**src/rtl/uft_pkg.sv**
```systemverilog
package uft_pkg;

    localparam int BYTE_W = 8;
    localparam int STAT_W = 6;

    localparam int BIT_TXE  = 0;
    localparam int BIT_TEND = 1;
    localparam int BIT_RXF  = 2;
    localparam int BIT_FER  = 3;
    localparam int BIT_PER  = 4;
    localparam int BIT_BRK  = 5;

    // Packed so that the last member is bit 0 of the status word.
    typedef struct packed {
        logic brk;
        logic per;
        logic fer;
        logic rxf;
        logic tend;
        logic txe;
    } stat_t;

    typedef enum logic {
        LINE_OK    = 1'b0,
        LINE_BREAK = 1'b1
    } line_st_e;

    typedef struct packed {
        logic              valid;
        logic [BYTE_W-1:0] data;
        logic              stop_ok;
        logic              par_err;
    } rx_frame_t;

    function automatic int unsigned tx_trig_level(input logic [1:0] code,
                                                  input int unsigned depth);
        case (code)
            2'b00:   return depth / 2;
            2'b01:   return depth / 4;
            2'b10:   return depth / 8;
            default: return 0;
        endcase
    endfunction

    function automatic int unsigned rx_trig_level(input logic [1:0] code,
                                                  input int unsigned depth);
        case (code)
            2'b00:   return 1;
            2'b01:   return depth / 4;
            2'b10:   return depth / 2;
            default: return depth - 2;
        endcase
    endfunction

endpackage

```
**src/rtl/uft_fifo.sv**
```systemverilog
module uft_fifo #(
    parameter  int W     = 8,
    parameter  int DEPTH = 16,
    localparam int AW    = (DEPTH > 1) ? $clog2(DEPTH) : 1,
    localparam int CW    = $clog2(DEPTH + 1)
) (
    input  logic          clk,
    input  logic          rst,
    input  logic          push,
    input  logic [W-1:0]  push_data,
    input  logic          pop,
    output logic [W-1:0]  head,
    output logic [CW-1:0] count
);

    logic [W-1:0]  mem [DEPTH];
    logic [AW-1:0] wr_ptr, rd_ptr;
    logic          do_push, do_pop;

    assign do_push = push && (count != CW'(DEPTH));
    assign do_pop  = pop && (count != '0);
    assign head    = mem[rd_ptr];

    always_ff @(posedge clk) begin
        if (do_push) begin
            mem[wr_ptr] <= push_data;
        end
    end

    always_ff @(posedge clk) begin
        if (rst) begin
            wr_ptr <= '0;
            rd_ptr <= '0;
            count  <= '0;
        end else begin
            if (do_push) begin
                wr_ptr <= (wr_ptr == AW'(DEPTH - 1)) ? '0 : wr_ptr + AW'(1);
            end
            if (do_pop) begin
                rd_ptr <= (rd_ptr == AW'(DEPTH - 1)) ? '0 : rd_ptr + AW'(1);
            end
            case ({do_push, do_pop})
                2'b10:   count <= count + CW'(1);
                2'b01:   count <= count - CW'(1);
                default: count <= count;
            endcase
        end
    end

    AST_NO_OVERFLOW: assert property (@(posedge clk) disable iff (rst)
        count <= CW'(DEPTH));

    AST_FULL_DROP: assert property (@(posedge clk) disable iff (rst)
        (push && !pop && count == CW'(DEPTH)) |=> (count == CW'(DEPTH)));

    AST_EMPTY_POP: assert property (@(posedge clk) disable iff (rst)
        (pop && !push && count == '0) |=> (count == '0));

endmodule

```
**src/rtl/uft_rx_gate.sv**
```systemverilog
module uft_rx_gate
    import uft_pkg::*;
(
    input  logic      clk,
    input  logic      rst,
    input  rx_frame_t frm,
    input  logic      line_level,
    output logic      push,
    output logic      fer_evt,
    output logic      per_evt,
    output logic      brk_evt,
    output logic      in_break
);

    line_st_e st_q, st_d;
    logic     brk_frame;

    assign brk_frame = frm.valid && (frm.data == '0) && !frm.stop_ok;

    always_comb begin
        st_d = st_q;
        if (brk_frame) begin
            st_d = LINE_BREAK;
        end else if (st_q == LINE_BREAK && line_level) begin
            st_d = LINE_OK;
        end
    end

    always_ff @(posedge clk) begin
        if (rst) begin
            st_q <= LINE_OK;
        end else begin
            st_q <= st_d;
        end
    end

    assign in_break = (st_q == LINE_BREAK);
    assign push     = frm.valid && !brk_frame && !in_break;
    assign fer_evt  = frm.valid && !frm.stop_ok;
    assign per_evt  = frm.valid && frm.par_err;
    assign brk_evt  = brk_frame && !in_break;

    AST_BRK_HOLD: assert property (@(posedge clk) disable iff (rst)
        (in_break && !line_level) |=> in_break);

endmodule

```
**src/rtl/uft_flag_unit.sv**
```systemverilog
module uft_flag_unit
    import uft_pkg::*;
#(
    parameter  int DEPTH = 16,
    localparam int CW    = $clog2(DEPTH + 1)
) (
    input  logic              clk,
    input  logic              rst,
    input  logic [CW-1:0]     tx_cnt,
    input  logic [CW-1:0]     rx_cnt,
    input  logic [1:0]        tx_code,
    input  logic [1:0]        rx_code,
    input  logic              tx_wr,
    input  logic              shift_idle,
    input  logic              fer_evt,
    input  logic              per_evt,
    input  logic              brk_evt,
    input  logic              sts_rd,
    input  logic              sts_wr,
    input  logic [STAT_W-1:0] sts_wdata,
    input  logic              tx_ie,
    input  logic              rx_ie,
    output stat_t             flags,
    output logic              tx_irq,
    output logic              rx_irq
);

    stat_t             flags_q, flags_d;
    logic [STAT_W-1:0] armed_q;
    logic [STAT_W-1:0] clr;
    logic [CW-1:0]     tx_lvl, rx_lvl;
    logic              tx_hit, rx_hit, tend_set;

    assign tx_lvl   = CW'(tx_trig_level(tx_code, DEPTH));
    assign rx_lvl   = CW'(rx_trig_level(rx_code, DEPTH));
    assign tx_hit   = (tx_cnt <= tx_lvl);
    assign rx_hit   = (rx_cnt >= rx_lvl);
    assign tend_set = (tx_cnt == '0) && shift_idle;

    // A bit may be cleared only if software saw it at 1 since the last write.
    assign clr = sts_wr ? (armed_q & ~sts_wdata) : '0;

    always_comb begin
        flags_d.txe  = tx_hit  || (flags_q.txe  && !clr[BIT_TXE]);
        flags_d.tend = !tx_wr && (tend_set || (flags_q.tend && !clr[BIT_TEND]));
        flags_d.rxf  = rx_hit  || (flags_q.rxf  && !clr[BIT_RXF]);
        flags_d.fer  = fer_evt || (flags_q.fer  && !clr[BIT_FER]);
        flags_d.per  = per_evt || (flags_q.per  && !clr[BIT_PER]);
        flags_d.brk  = brk_evt || (flags_q.brk  && !clr[BIT_BRK]);
    end

    always_ff @(posedge clk) begin
        if (rst) begin
            flags_q <= '0;
            armed_q <= '0;
            tx_irq  <= 1'b0;
            rx_irq  <= 1'b0;
        end else begin
            flags_q <= flags_d;
            if (sts_wr) begin
                armed_q <= '0;
            end else if (sts_rd) begin
                armed_q <= armed_q | flags_q;
            end
            tx_irq <= flags_q.txe && tx_ie;
            rx_irq <= flags_q.rxf && rx_ie;
        end
    end

    assign flags = flags_q;

    AST_TXE_SET: assert property (@(posedge clk) disable iff (rst)
        tx_hit |=> flags_q.txe);

    AST_RXF_SET: assert property (@(posedge clk) disable iff (rst)
        rx_hit |=> flags_q.rxf);

    AST_NO_BLIND_CLR: assert property (@(posedge clk) disable iff (rst)
        (flags_q.fer && !armed_q[BIT_FER]) |=> flags_q.fer);

    AST_TXIRQ_ON: assert property (@(posedge clk) disable iff (rst)
        (flags_q.txe && tx_ie) |=> tx_irq);

    AST_RXIRQ_OFF: assert property (@(posedge clk) disable iff (rst)
        !rx_ie |=> !rx_irq);

    AST_TEND_CLR: assert property (@(posedge clk) disable iff (rst)
        tx_wr |=> !flags_q.tend);

endmodule

```
**src/rtl/uart_fifo_flags.sv**
```systemverilog
module uart_fifo_flags
    import uft_pkg::*;
#(
    parameter  int DEPTH       = 16,
    parameter  int CNT_FIELD_W = 8,
    localparam int CW          = $clog2(DEPTH + 1)
) (
    input  logic                     clk,
    input  logic                     rst,
    input  logic                     bus_tx_wr,
    input  logic [BYTE_W-1:0]        bus_tx_data,
    input  logic                     sh_tx_pop,
    output logic [BYTE_W-1:0]        sh_tx_data,
    input  logic                     sh_tx_idle,
    input  logic                     sh_rx_valid,
    input  logic [BYTE_W-1:0]        sh_rx_data,
    input  logic                     sh_rx_stop_ok,
    input  logic                     sh_rx_par_err,
    input  logic                     rx_line,
    input  logic                     bus_rx_rd,
    output logic [BYTE_W-1:0]        bus_rx_data,
    input  logic [1:0]               cfg_tx_trig,
    input  logic [1:0]               cfg_rx_trig,
    input  logic                     cfg_tx_ie,
    input  logic                     cfg_rx_ie,
    input  logic                     bus_sts_rd,
    input  logic                     bus_sts_wr,
    input  logic [STAT_W-1:0]        bus_sts_wdata,
    output logic [STAT_W-1:0]        bus_sts_rdata,
    output logic [2*CNT_FIELD_W-1:0] bus_cnt_rdata,
    output logic                     tx_irq,
    output logic                     rx_irq
);

    logic [CW-1:0] tx_cnt, rx_cnt;
    logic          rx_push, fer_evt, per_evt, brk_evt, in_break;
    rx_frame_t     frm;
    stat_t         flags;

    assign frm = '{valid:   sh_rx_valid,
                   data:    sh_rx_data,
                   stop_ok: sh_rx_stop_ok,
                   par_err: sh_rx_par_err};

    uft_fifo #(.W(BYTE_W), .DEPTH(DEPTH)) u_tx_q (
        .clk       (clk),
        .rst       (rst),
        .push      (bus_tx_wr),
        .push_data (bus_tx_data),
        .pop       (sh_tx_pop),
        .head      (sh_tx_data),
        .count     (tx_cnt)
    );

    uft_rx_gate u_gate (
        .clk        (clk),
        .rst        (rst),
        .frm        (frm),
        .line_level (rx_line),
        .push       (rx_push),
        .fer_evt    (fer_evt),
        .per_evt    (per_evt),
        .brk_evt    (brk_evt),
        .in_break   (in_break)
    );

    uft_fifo #(.W(BYTE_W), .DEPTH(DEPTH)) u_rx_q (
        .clk       (clk),
        .rst       (rst),
        .push      (rx_push),
        .push_data (sh_rx_data),
        .pop       (bus_rx_rd),
        .head      (bus_rx_data),
        .count     (rx_cnt)
    );

    uft_flag_unit #(.DEPTH(DEPTH)) u_flags (
        .clk        (clk),
        .rst        (rst),
        .tx_cnt     (tx_cnt),
        .rx_cnt     (rx_cnt),
        .tx_code    (cfg_tx_trig),
        .rx_code    (cfg_rx_trig),
        .tx_wr      (bus_tx_wr),
        .shift_idle (sh_tx_idle),
        .fer_evt    (fer_evt),
        .per_evt    (per_evt),
        .brk_evt    (brk_evt),
        .sts_rd     (bus_sts_rd),
        .sts_wr     (bus_sts_wr),
        .sts_wdata  (bus_sts_wdata),
        .tx_ie      (cfg_tx_ie),
        .rx_ie      (cfg_rx_ie),
        .flags      (flags),
        .tx_irq     (tx_irq),
        .rx_irq     (rx_irq)
    );

    assign bus_sts_rdata = flags;
    assign bus_cnt_rdata = {CNT_FIELD_W'(tx_cnt), CNT_FIELD_W'(rx_cnt)};

    AST_BRK_NO_PUSH: assert property (@(posedge clk) disable iff (rst)
        in_break |=> (rx_cnt <= $past(rx_cnt)));

    AST_BRK_FER: assert property (@(posedge clk) disable iff (rst)
        (sh_rx_valid && sh_rx_data == '0 && !sh_rx_stop_ok) |=> flags.fer);

endmodule

```
**config.mk**
```make
export PLATFORM = sky130hd
export DESIGN_NAME = uart_fifo_flags
export DESIGN_NICKNAME = d
export VERILOG_FILES = /design/src/rtl/uft_pkg.sv /design/src/rtl/uft_fifo.sv /design/src/rtl/uft_rx_gate.sv /design/src/rtl/uft_flag_unit.sv /design/src/rtl/uart_fifo_flags.sv
export SDC_FILE = /design/constraint.sdc
export NUM_CORES = 1
export LEC_CHECK = 0
export BUFFER_PORTS_ARGS = -buffer_cell sky130_fd_sc_hd__buf_2
export CAP_MARGIN = 0
export CELL_PAD_IN_SITES_DETAIL_PLACEMENT = 1
export CELL_PAD_IN_SITES_GLOBAL_PLACEMENT = 2
export CORE_MARGIN = 5
export CORE_UTILIZATION = 49
export CTS_BUF_LIST = sky130_fd_sc_hd__clkbuf_16
export DETAILED_ROUTE_END_ITERATION = 16
export PLACE_DENSITY_LB_ADDON = 0.12
export SLEW_MARGIN = 30
export SYNTH_ARGS = -nofsm -noshare
export SYNTH_HDL_FRONTEND = slang
export SYNTH_SLANG_ARGS = --single-unit
export TNS_END_PERCENT = 20
```
**constraint.sdc**
```tcl
create_clock -name clk -period 4.4 [get_ports clk]
set_input_delay 0.22 -clock clk [delete_from_list [all_inputs] [get_ports clk]]
set_output_delay 0.22 -clock clk [all_outputs]
set_load 0.03 [all_outputs]
```
# Yosys cells after proc, flatten, opt, wreduce, memory -nomap -nowiden

Memories as Yosys holds them, arrays and structs flattened. A register that Yosys moved wholly into a read port is not among the register bits.
Index checks and enable logic that the tools add are counted.

Add/subtract/negate cells: 8
Order comparisons: 2
Equal/unequal tests: 14
Muxes and demuxes: 19
Bitwise operators: 3
Reduce and logical (&&, ||, !) cells: 48

Operators with widths:

| kind                  | count |
|---|---|
| $mux W4               | 8 |
| $pmux W4 S3           | 2 |
| $logic_and A1 B1 Y1   | 22 |
| $pmux W5 S2           | 2 |
| $add A4 B1 Y4 const B | 4 |
| $eq A4 B4 Y1 const B  | 4 |
| $add A5 B1 Y5 const B | 2 |
| $logic_not A1 Y1      | 10 |
| $ne A5 B5 Y1 const B  | 2 |
| $reduce_bool A5 Y1    | 2 |
| $sub A5 B1 Y5 const B | 2 |
| $eq A2 B1 Y1 const B  | 4 |
| $eq A2 B2 Y1 const B  | 4 |
| $logic_not A8 Y1      | 1 |
| $and A6 B6 Y6         | 1 |
| $logic_or A1 B1 Y1    | 6 |
| $mux W1               | 6 |
| $mux W6               | 1 |
| $not A6 Y6            | 1 |
| $or A6 B6 Y6          | 1 |
| $reduce_bool A2 Y1    | 3 |
| $ge A5 B4 Y1          | 1 |
| $le A5 B4 Y1          | 1 |
| $logic_not A5 Y1      | 1 |
| other kinds (2)       | 3 |

Bits in registers: 41
Memory bits (writable): 256
Input bits: 40
Output and inout port bits: 40
Logic and storage cells: 112
Memories kept: 2

Memory list:

| memory     | words | width | read ports | clocked after memory_dff | wr ports | line           | text |
|---|---|---|---|---|---|---|---|
| u_rx_q.mem | 16    | 8     | 1          | 1                        | 1        | uft_fifo.sv:16 | `logic [W-1:0] mem [DEPTH];` |
| u_tx_q.mem | 16    | 8     | 1          | 1                        | 1        | uft_fifo.sv:16 |  |

# Depth between registers and ports, before layout

Gate-level depths: netlist (run 1).

Word-level depth: 9
Depth in mapped cells: 13

# By module

A second synthesis (run 1) with hierarchy kept.

Cell total of the unflattened synthesis: 686
Area, all modules: 12662.1 um2

Modules (own cells, without submodules):

| module          | instances | cells an instance | area each (um2) |
|---|---|---|---|
| uft_fifo        | 2         | 295               | 5911.9 |
| uft_flag_unit   | 1         | 78                | 689.4 |
| uft_rx_gate     | 1         | 11                | 100.1 |
| uart_fifo_flags | 1         | 7                 | 48.8 |

# Least setup slack after synthesis (run 1)

No wires, ideal clock.

Kind: reg2reg
Start point: reg u_rx_q.count[2]
End point: reg u_rx_q.count[4]
Arrival: 3.070 ns
Setup slack: 1.224 ns
Stages on the path, launching flop included: 14
Path buffers: 2
Period minus slack after synthesis: 3.176 ns
Cell sequence: dfxtp_1 > buf_2 > or4_4 > o21ai_2 > nor2_2 > inv_1 > ha_1 > clkbuf_1 > xor2_1 > ha_1 > a21oi_1 > a32oi_1 > or4_1 > o311ai_0

Word-level cells in the longest chain between the ends: 4
Elaborated cells on any way between the ends: 10
Those cells by class: add/sub (2); eq/ne (3); mux (1); reduce/logical (4)

Ends and longest elaborated chain:

| item                                                  | line           | text |
|---|---|---|
| start: declaration                                    | uft_fifo.sv:13 | `output logic [CW-1:0] count` |
| start signal: assignment                              | uft_fifo.sv:43 | `2'b10: count <= count + CW'(1);` |
| start signal: assignment                              | uft_fifo.sv:44 | `2'b01: count <= count - CW'(1);` |
| start signal: assignment                              | uft_fifo.sv:45 | `default: count <= count;` |
| branches (longest 4 deep; another with $sub A5 B1 Y5) | --             |  |

Several ways; the timed one is not identified.
A chain may end at the register's enable or synchronous reset.

# Worst setup path after layout (run 1)

Ends and elaborated chain as after synthesis.

==> results.md, run 1 <==
- First-pass GRT wire length: 43.8 mm
- Avg WL per Cell: 24.3 um
- DRT antenna net count: 0
- Grt total ovfl: 0
- Core box area: 25000 um2
- Worst path max stage delay: 0.58 ns
- Gates resized, CTS repair: 0
- Port buffer count: 73
- # H-tree levels: 1
- Register area: 8670 um2
- Drt via density: 5.88
- Clock Pin Slew Worst Setup and Hold Paths: 0.06 ns
- Hold Path Class: in -> reg
- Worst-path fanout max: 12
- N_diodes: 0
- Initial DRC Count: 571
- Full die area: 28600 um2
- TritonCTS clock tree: done
- Routed wire length: 28.3 mm
- Worst r2r path cells: 11
- TritonRoute pass-1 iters: 5
- Hold path cells: 4
- Die W: 169 um
- Peak supply drop: 293 uV
- Critical path class: reg -> reg
- Sink Count: 305
- Ys Warns: 0
- Post-synth EDFFs: 256
- Drt drc: 0
- Cells after synthesis: 729
- Leak: 4.89 nW
- Post-synth top area share: 0.620
- Vias in the first global route: 7431
- Yosys top cell by area: edfxtp_1
- Layout cells sized above 1: 0.265
- Avg Synthesized Cell Area: 17.0 um2
- Sequential element share of the synthesized area: 0.699
- CP Launch Type: flip-flop
- Dpl hpwl: 17.9 mm
- CP endpoint kind: flip-flop
- Largest net degree at the start of global routing: 46
- Hold Fails Final Rpt: 0
- # nets final: 875
- Core Rows: 58
- Slew Limit Fails: 0
- F_max: 0.274 GHz
- Clock Skews: 0.0178 ns
- Top Ports: 80
- Most frequent cell after synthesis: edfxtp_1
- CP dominant cell by count: ha_1
- Commonest cells in the netlist: edfxtp_1 (256), mux4_2 (64), nor2_1 (52)
- Initial Utilization: 0.495
- Setup violations, final: 0
- Synthesis-stage register bit count: 305
- Distinct cells, synth: 61
- Crit path required time: 4.80 ns
- Max_cap viols: 0
- CTS Buf Count: 30
- Routability cong.: 0.842
- Setup TNS Final: 0 ns
- Area occupied by multi-input gates: 3590 um2
- Arrival time at the worst endpoint: 4.05 ns
- Clock Latency Late Sink: 0.55 ns
- Cell area after synthesis: 12400 um2
- Worst-margin pin slew: 1.02 ns
- Final Cycle Share: 0.829
- Vias: 6837
- RSZ-0062 raised after global routing: false
- Die H: 169 um
- Area Growth Syn to Fin: 16.2%
- Pwr/cell area: 585 nW/um2
- Max-Slew Margin vs Limit: 0.320
- Final Critical Period: 3.65 ns
- Synth top area cells: edfxtp_1 (62%), mux4_2 (12%), dfxtp_1 (7.9%)
- Asr flop ratio synth: 0
- Total GRT Usage: 0.199
- Antenna violations before repair: 0
- Main synth FF type: edfxtp_1
- Final core occ: 0.575
- Status: finished clean
- Worst path slowest cell: or4_4
- Power Total: 8.43 mW
- Clk buf depth: 3
- Fillers: 2289
- Crit path cell chain: or4_4 > o21ai_2 > nor2_2 > inv_1 > ha_1 > xor2_1 > ha_1 > a21oi_1 > o22ai_1 > a221oi_1 > o311ai_0
- Clk root buf: clkbuf_16
- Pre-CTS setup slack: 0.561 ns
- Crit path setup slack, layout: 0.753 ns
-- repair_timing --
item	in CTS	in global routing
hold endpoints to repair	11	0
buffers inserted	0	0
hold buffers	10	0
-- per-layer routing --
metal	track usage	share of wire	up-vias
met4	0.0371	0.014	0
met1	0.291	0.44	3559
li1	-	-	3035
met2	0.322	0.49	212
met5	0	0	-
met3	0.0362	0.061	31
-- power by group --
group,leakage (nW),internal [mW],switching [mW]
Combinational,1.60,0.851,1.06
Sequential,2.71,3.29,0.270
Clock,0.571,1.86,1.09
Total,4.89,6.01,2.42
-- path summary, 6_finish.rpt --
check,startpoint,to,slack [ns]
worst max register to register,u_rx_q.count[2],u_rx_q.count[4],0.75
worst max-delay path,u_rx_q.count[2],u_rx_q.count[4],0.75
worst min-delay path,bus_sts_wdata[3],u_flags.flags[3],0.03
worst min register to register,u_flags.armed_q[1],u_flags.armed_q[1],0.48
-- sequential cells by signal (all words and copies together), names as in the netlist, 5 cells and up, named ones only --
name and cells:
u_tx_q.mem 128, u_tx_q.count 5, u_rx_q.mem 128, u_flags.armed_q 6, u_flags.flags 6, u_rx_q.count 5
-- placed cells by master (no fill, tap or decap), types with 9 or more instances in the layout --
cell type	count
buf_2	73
clkbuf_16	31
o21ai_0	11
nor2_1	51
bufinv_16	10
edfxtp_1	256
and4_1	9
dfxtp_1	45
ha_1	24
dlygate4sd3_1	10
nand2_1	32
a21oi_1	24
mux4_2	64
nor2b_1	10
nand2b_1	9
a22oi_1	32
inv_1	20
-- logic make-up (layout without fill, tap and decap cells) --
| family | count (synthesis) | in the layout | share of synthesized area |
|---|---|---|---|
| flops | 305 | 305 | 0.699 |
| simple gates | 157 | 157 | 0.0669 |
| compound gates | 99 | 99 | 0.0560 |
| mux | 73 | 73 | 0.124 |
| buf+inv | 60 | 159 | 0.0215 |
| fa+ha+maj | 25 | 25 | 0.0258 |
| xor+xnor | 9 | 9 | 0.00636 |
| other cells | 1 | 6 | 0.000303 |
-- metrics by stage --
stage	instance area [um2]	instances	hold WS, ns
final	14400	1163	0.0294
after global routing	14400	1163	0.0372
after CTS	14400	1162	0.0148
after detailed placement	13100	1097	0.442
after global placement	13100	1097	0.440
after floorplan	12400	734	0.293
-- worst max-delay path: cells and delay by family, from the launching register on --
family                   cells  cell delay [ns]
buffers and inverters        1             0.36
XOR/XNOR                     1             0.13
AO/OA/AOI/OAI                5             1.24
adder cells (fa/ha/maj)      2             0.63
flip-flops                   1             0.42
AND/OR/NAND/NOR              2             0.68
-- cell type report --
cell class | instances | share of cell area
clock buffers | 31 | 0.0539
repair buffers | 86 | 0.0348
flip-flops and latches | 305 | 0.602
inverters | 18 | 0.00469
well taps | 330 | 0.0287
clock inverters | 24 | 0.0263
multi-input cells | 369 | 0.249
Power figures use the tool's default switching activity.
==> run 2: changes to the inputs <==
--- a/config.mk
+++ b/config.mk
@@ -5,12 +5,13 @@
 export SDC_FILE = /design/constraint.sdc
 export NUM_CORES = 1
 export LEC_CHECK = 0
+export ABC_AREA = 1
 export BUFFER_PORTS_ARGS = -buffer_cell sky130_fd_sc_hd__buf_2
 export CAP_MARGIN = 0
 export CELL_PAD_IN_SITES_DETAIL_PLACEMENT = 1
 export CELL_PAD_IN_SITES_GLOBAL_PLACEMENT = 2
 export CORE_MARGIN = 5
-export CORE_UTILIZATION = 49
+export CORE_UTILIZATION = 37
 export CTS_BUF_LIST = sky130_fd_sc_hd__clkbuf_16
 export DETAILED_ROUTE_END_ITERATION = 16
 export PLACE_DENSITY_LB_ADDON = 0.12
==> constraint.sdc (replaced) <==
create_clock -name clk -period 3.2 [get_ports clk]
set_input_delay 0.16 -clock clk [delete_from_list [all_inputs] [get_ports clk]]
set_output_delay 0.16 -clock clk [all_outputs]
set_load 0.03 [all_outputs]
==> results.md, run 2 <==
- Status: finished clean (unchanged)
- Highest metal used: met4 (unchanged)
- Worst path slowest cell: dfxtp_4 (was or4_4)
- Drt drc: 0 (unchanged)
- CP dominant cell by count: nand3_1 (was ha_1)
- Port buffer count: 73 (unchanged)
- Regs by FF count: u_rx_q.mem x128, u_tx_q.mem x128 (unchanged)
- Largest net degree at the start of global routing: 76 (was 46)
- Met1 WL: 16.2 mm (was 12.4 mm)
- Sink Count: 305 (unchanged)
- Clock Latency Late Sink: 0.52 ns (was 0.55 ns)
- Reg2Reg Launch Point: u_rx_q.count[0] (was u_rx_q.count[2])
- Slew Limit Fails: 0 (unchanged)
- Clock power frac: 0.328 (was 0.351)
- Core Rows: 69 (was 58)
- Initial DRC Count: 433 (was 571)
- Dpl cell area: 14100 um2 (was 13100 um2)
- Final Critical Period: 2.52 ns
- Die W: 199 um (was 169 um)
- Crit-path leading delay family: flip-flops (was compound AO/OA/AOI/OAI gates)
- Cell area after synthesis: 13300 um2 (was 12400 um2)
- Fin area: 15400 um2 (was 14400 um2)
- Routed wire length: 32.9 mm (was 28.3 mm)
- Sequential element share of the synthesized area: 0.653 (was 0.699)
- Hold Fails Final Rpt: 0 (unchanged)
- Crit path cell chain: buf_12 > a21oi_1 > o21ai_0 > nand3_1 > nand3_1 > nand2_1 > buf_2 (was or4_4 > o21ai_2 > nor2_2 > inv_1 > ha_1 > xor2_1 > ha_1 > a21oi_1 > o22ai_1 > a221oi_1 > o311ai_0)
- Clk buf depth: 3 (unchanged)
- Total GRT Usage: 0.166 (was 0.199)
- # H-tree levels: 2 (was 1)
- Gates resized, CTS repair: 0 (unchanged)
- FF-to-FF End: u_rx_q.count[4] (unchanged)
- Setup TNS Final: 0 ns (unchanged)
- Area Growth Syn to Fin: 15.8% (was 16.2%)
- Top Ports: 80 (unchanged)
- Hold Path Class: in -> reg (unchanged)
- Flop-to-flop setup slack: 0.90 ns (was 0.75 ns)
- Worst-path fanout max: 75 (was 12)
- Synthesis-stage register bit count: 305 (unchanged)
- Setup violations, final: 0 (unchanged)
- Avg WL per Cell: 18.3 um (was 24.3 um)
- Main synth FF type: edfxtp_1 (unchanged)
- CP endpoint kind: primary output (was flip-flop)
- Placed insts: 1723 (was 1097)
- Max_cap viols: 0 (unchanged)
- CP Launch Type: flip-flop (unchanged)
- Internal: 7.80 mW (was 6.01 mW)
- Final Cycle Share: 0.787
- Asr flop ratio synth: 0 (unchanged)
- Full die area: 39800 um2 (was 28600 um2)
- WL met3: 1.36 mm (was 1.71 mm)
- Most frequent cell after synthesis: edfxtp_1 (unchanged)
- Worst-margin pin slew: 0.843 ns (was 1.02 ns)
- Cells after synthesis: 1215 (was 729)
- Leak: 6.00 nW (was 4.89 nW)
- # nets final: 1376 (was 875)
- Logic pwr share: 0.261 (was 0.227)
- First-pass GRT wire length: 51.5 mm (was 43.8 mm)
- Pwr/cell area: 764 nW/um2 (was 585 nW/um2)
- Clock Pin Slew Worst Setup and Hold Paths: 0.05 ns (was 0.06 ns)
- Avg Synthesized Cell Area: 10.9 um2 (was 17.0 um2)
- Synth top area cells: edfxtp_1 (58%), dfxtp_1 (7.4%), inv_1 (5.6%) (was edfxtp_1 (62%), mux4_2 (12%), dfxtp_1 (7.9%))
- Switching Share: 0.337 (was 0.287)
- Initial Utilization: 0.374 (was 0.495)
- Antenna violations before repair: 1 (was 0)
- Fin cells: 1798 (was 1163)
- N_diodes: 0 (unchanged)
- DRT antenna net count: 0 (unchanged)
- Routability cong.: 0.743 (was 0.842)
- Vias in the first global route: 9026 (was 7431)
- Drt via density: 4.93 (was 5.88)
- Ys Warns: 0 (unchanged)
- Worst r2r path cells: 16 (was 11)
- Worst path max stage delay: 0.70 ns (was 0.58 ns)
- Layout cells sized above 1: 0.139 (was 0.265)
- Arrival time at the worst endpoint: 2.36 ns (was 4.05 ns)
- CTS Buf Count: 35 (was 30)
- Vias: 8873 (was 6837)
- Metal2 WL: 14.8 mm (was 13.7 mm)
- Clk root buf: clkbuf_16 (unchanged)
- End of the critical path: bus_rx_data[7] (was u_rx_q.count[4])
- Sequential Power Share: 0.411 (was 0.423)
- TritonRoute pass-1 iters: 5 (unchanged)
- Most common cell after layout, fill and taps aside: edfxtp_1 (unchanged)
- Clock Skews: 0.0148 ns (was 0.0178 ns)
- Die H: 199 um (was 169 um)
- Post-synth top area share: 0.579 (was 0.620)
- Post-synth EDFFs: 256 (unchanged)
- Buf+Inv Stages, Crit Path: 2 (was 1)
- Crit path required time: 3.04 ns (was 4.80 ns)
- F_max: 0.397 GHz
- Max-Slew Margin vs Limit: 0.436 (was 0.320)
- P_sw: 3.95 mW (was 2.42 mW)
- Grt total ovfl: 0 (unchanged)
- Core box area: 35500 um2 (was 25000 um2)
- Critical path class: reg -> out (was reg -> reg)
- WP depth: 7 (was 11)
- Most frequent cells in the layout: edfxtp_1 (256), inv_1 (207), nand2_1 (164), nand3_1 (117), a21oi_1 (85) (was edfxtp_1 (256), buf_2 (73), mux4_2 (64), nor2_1 (51), dfxtp_1 (45))
- Yosys top cell by area: edfxtp_1 (unchanged)
- Commonest cells in the netlist: edfxtp_1 (256), inv_1 (198), nand2_1 (164) (was edfxtp_1 (256), mux4_2 (64), nor2_1 (52))
- TritonCTS clock tree: done (unchanged)
- Distinct cells, synth: 33 (was 61)
- Peak supply drop: 368 uV (was 293 uV)
- RSZ-0062 raised after global routing: false (unchanged)
- Dpl hpwl: 21.0 mm (was 17.9 mm)
run 2: changes by cell type after synthesis, sizes merged, moves of 8 or more:
cell	change
inv	+185
nand2	+137
nand3	+112
o21ai	+77
mux4	-64
a21oi	+62
o211ai	+60
a22oi	-32
buf	+25
nor2	+14
nor2b	-10
and4	-9
nand2b	-9
mux2i	-8
run 2: power groups by stage:
stage / Clock (mW) / Combinational, mW / Sequential [mW]
after floorplan: 0 / 2.30 / 4.83
after global placement: 0 / 3.06 / 4.91
after detailed placement: 0 / 3.10 / 4.92
after CTS: 3.95 / 3.13 / 4.84
after global routing: 4.13 / 3.44 / 4.89
final: 3.85 / 3.07 / 4.83
run 2: layer usage:
metal	vias up	track usage
li1	4334	-
met1	4346	0.249
met2	150	0.260
met3	43	0.0261
met4	0	0.0322
met5	-	0
run 2: cells by family after synthesis:
| group | count (synthesis) | synth area share |
|---|---|---|
| xor gates and xnor gates | 10 | 0.00659 |
| other | 1 | 0.000282 |
| AOI/OAI and AO/OA | 245 | 0.113 |
| adders and majority gates | 25 | 0.0241 |
| buffers and inverters | 263 | 0.0848 |
| DFF | 305 | 0.653 |
| and+or+nand+nor | 366 | 0.118 |
run 2: how the worst min path moves through the flow:
stage | cells after the start | slack (ns) | to | start
6_report | 5 | 0.03 | u_flags.flags[1] | sh_tx_idle
5_1_grt | 5 | 0.04 | u_flags.armed_q[0] | bus_sts_rd
4_1_cts | 5 | 0.009 | u_flags.flags[1] | sh_tx_idle
3_5_place_dp | 2 | 0.38 | u_flags.flags[1] | bus_tx_wr
3_3_place_gp | 2 | 0.38 | u_flags.flags[1] | bus_tx_wr
2_1_floorplan | 1 | 0.24 | u_flags.flags[1] | bus_tx_wr
run 2: per-stage QoR:
stage | power (mW) | utilization | hold slack [ns] | setup WS, ns
floorplan | 7.13 | - | 0.237 | 0.974
global placement | 7.97 | 0.399 | 0.383 | 0.805
detailed placement | 8.03 | 0.399 | 0.379 | 0.743
CTS | 11.9 | 0.433 | 0.00865 | 0.605
global route | 12.5 | 0.433 | 0.0378 | 0.472
finish | 11.8 | 0.433 | 0.0255 | 0.682
run 2: cell type report:
class / instances / area, um2
flip-flops and latches: 305 / 8680
clock buffers: 36 / 901
clock inverters: 27 / 208
well taps: 461 / 577
repair buffers: 114 / 741
inverters: 203 / 764
multi-input cells: 652 / 3510
fillers: 3871 / 20100
run 2: worst min-delay path, stage by stage:
cell and delay (ns):
buf_2 0.09, inv_1 0.04, nor2_1 0.04, a21oi_1 0.11
nor3_1 0.05
run 2: what timing repair did:
item                                    in CTS  in global routing
hold buffers                                12                  0
endpoints found under the hold margin        9                  0
endpoints found under the setup margin       0                  0
setup buffers                                0                  0
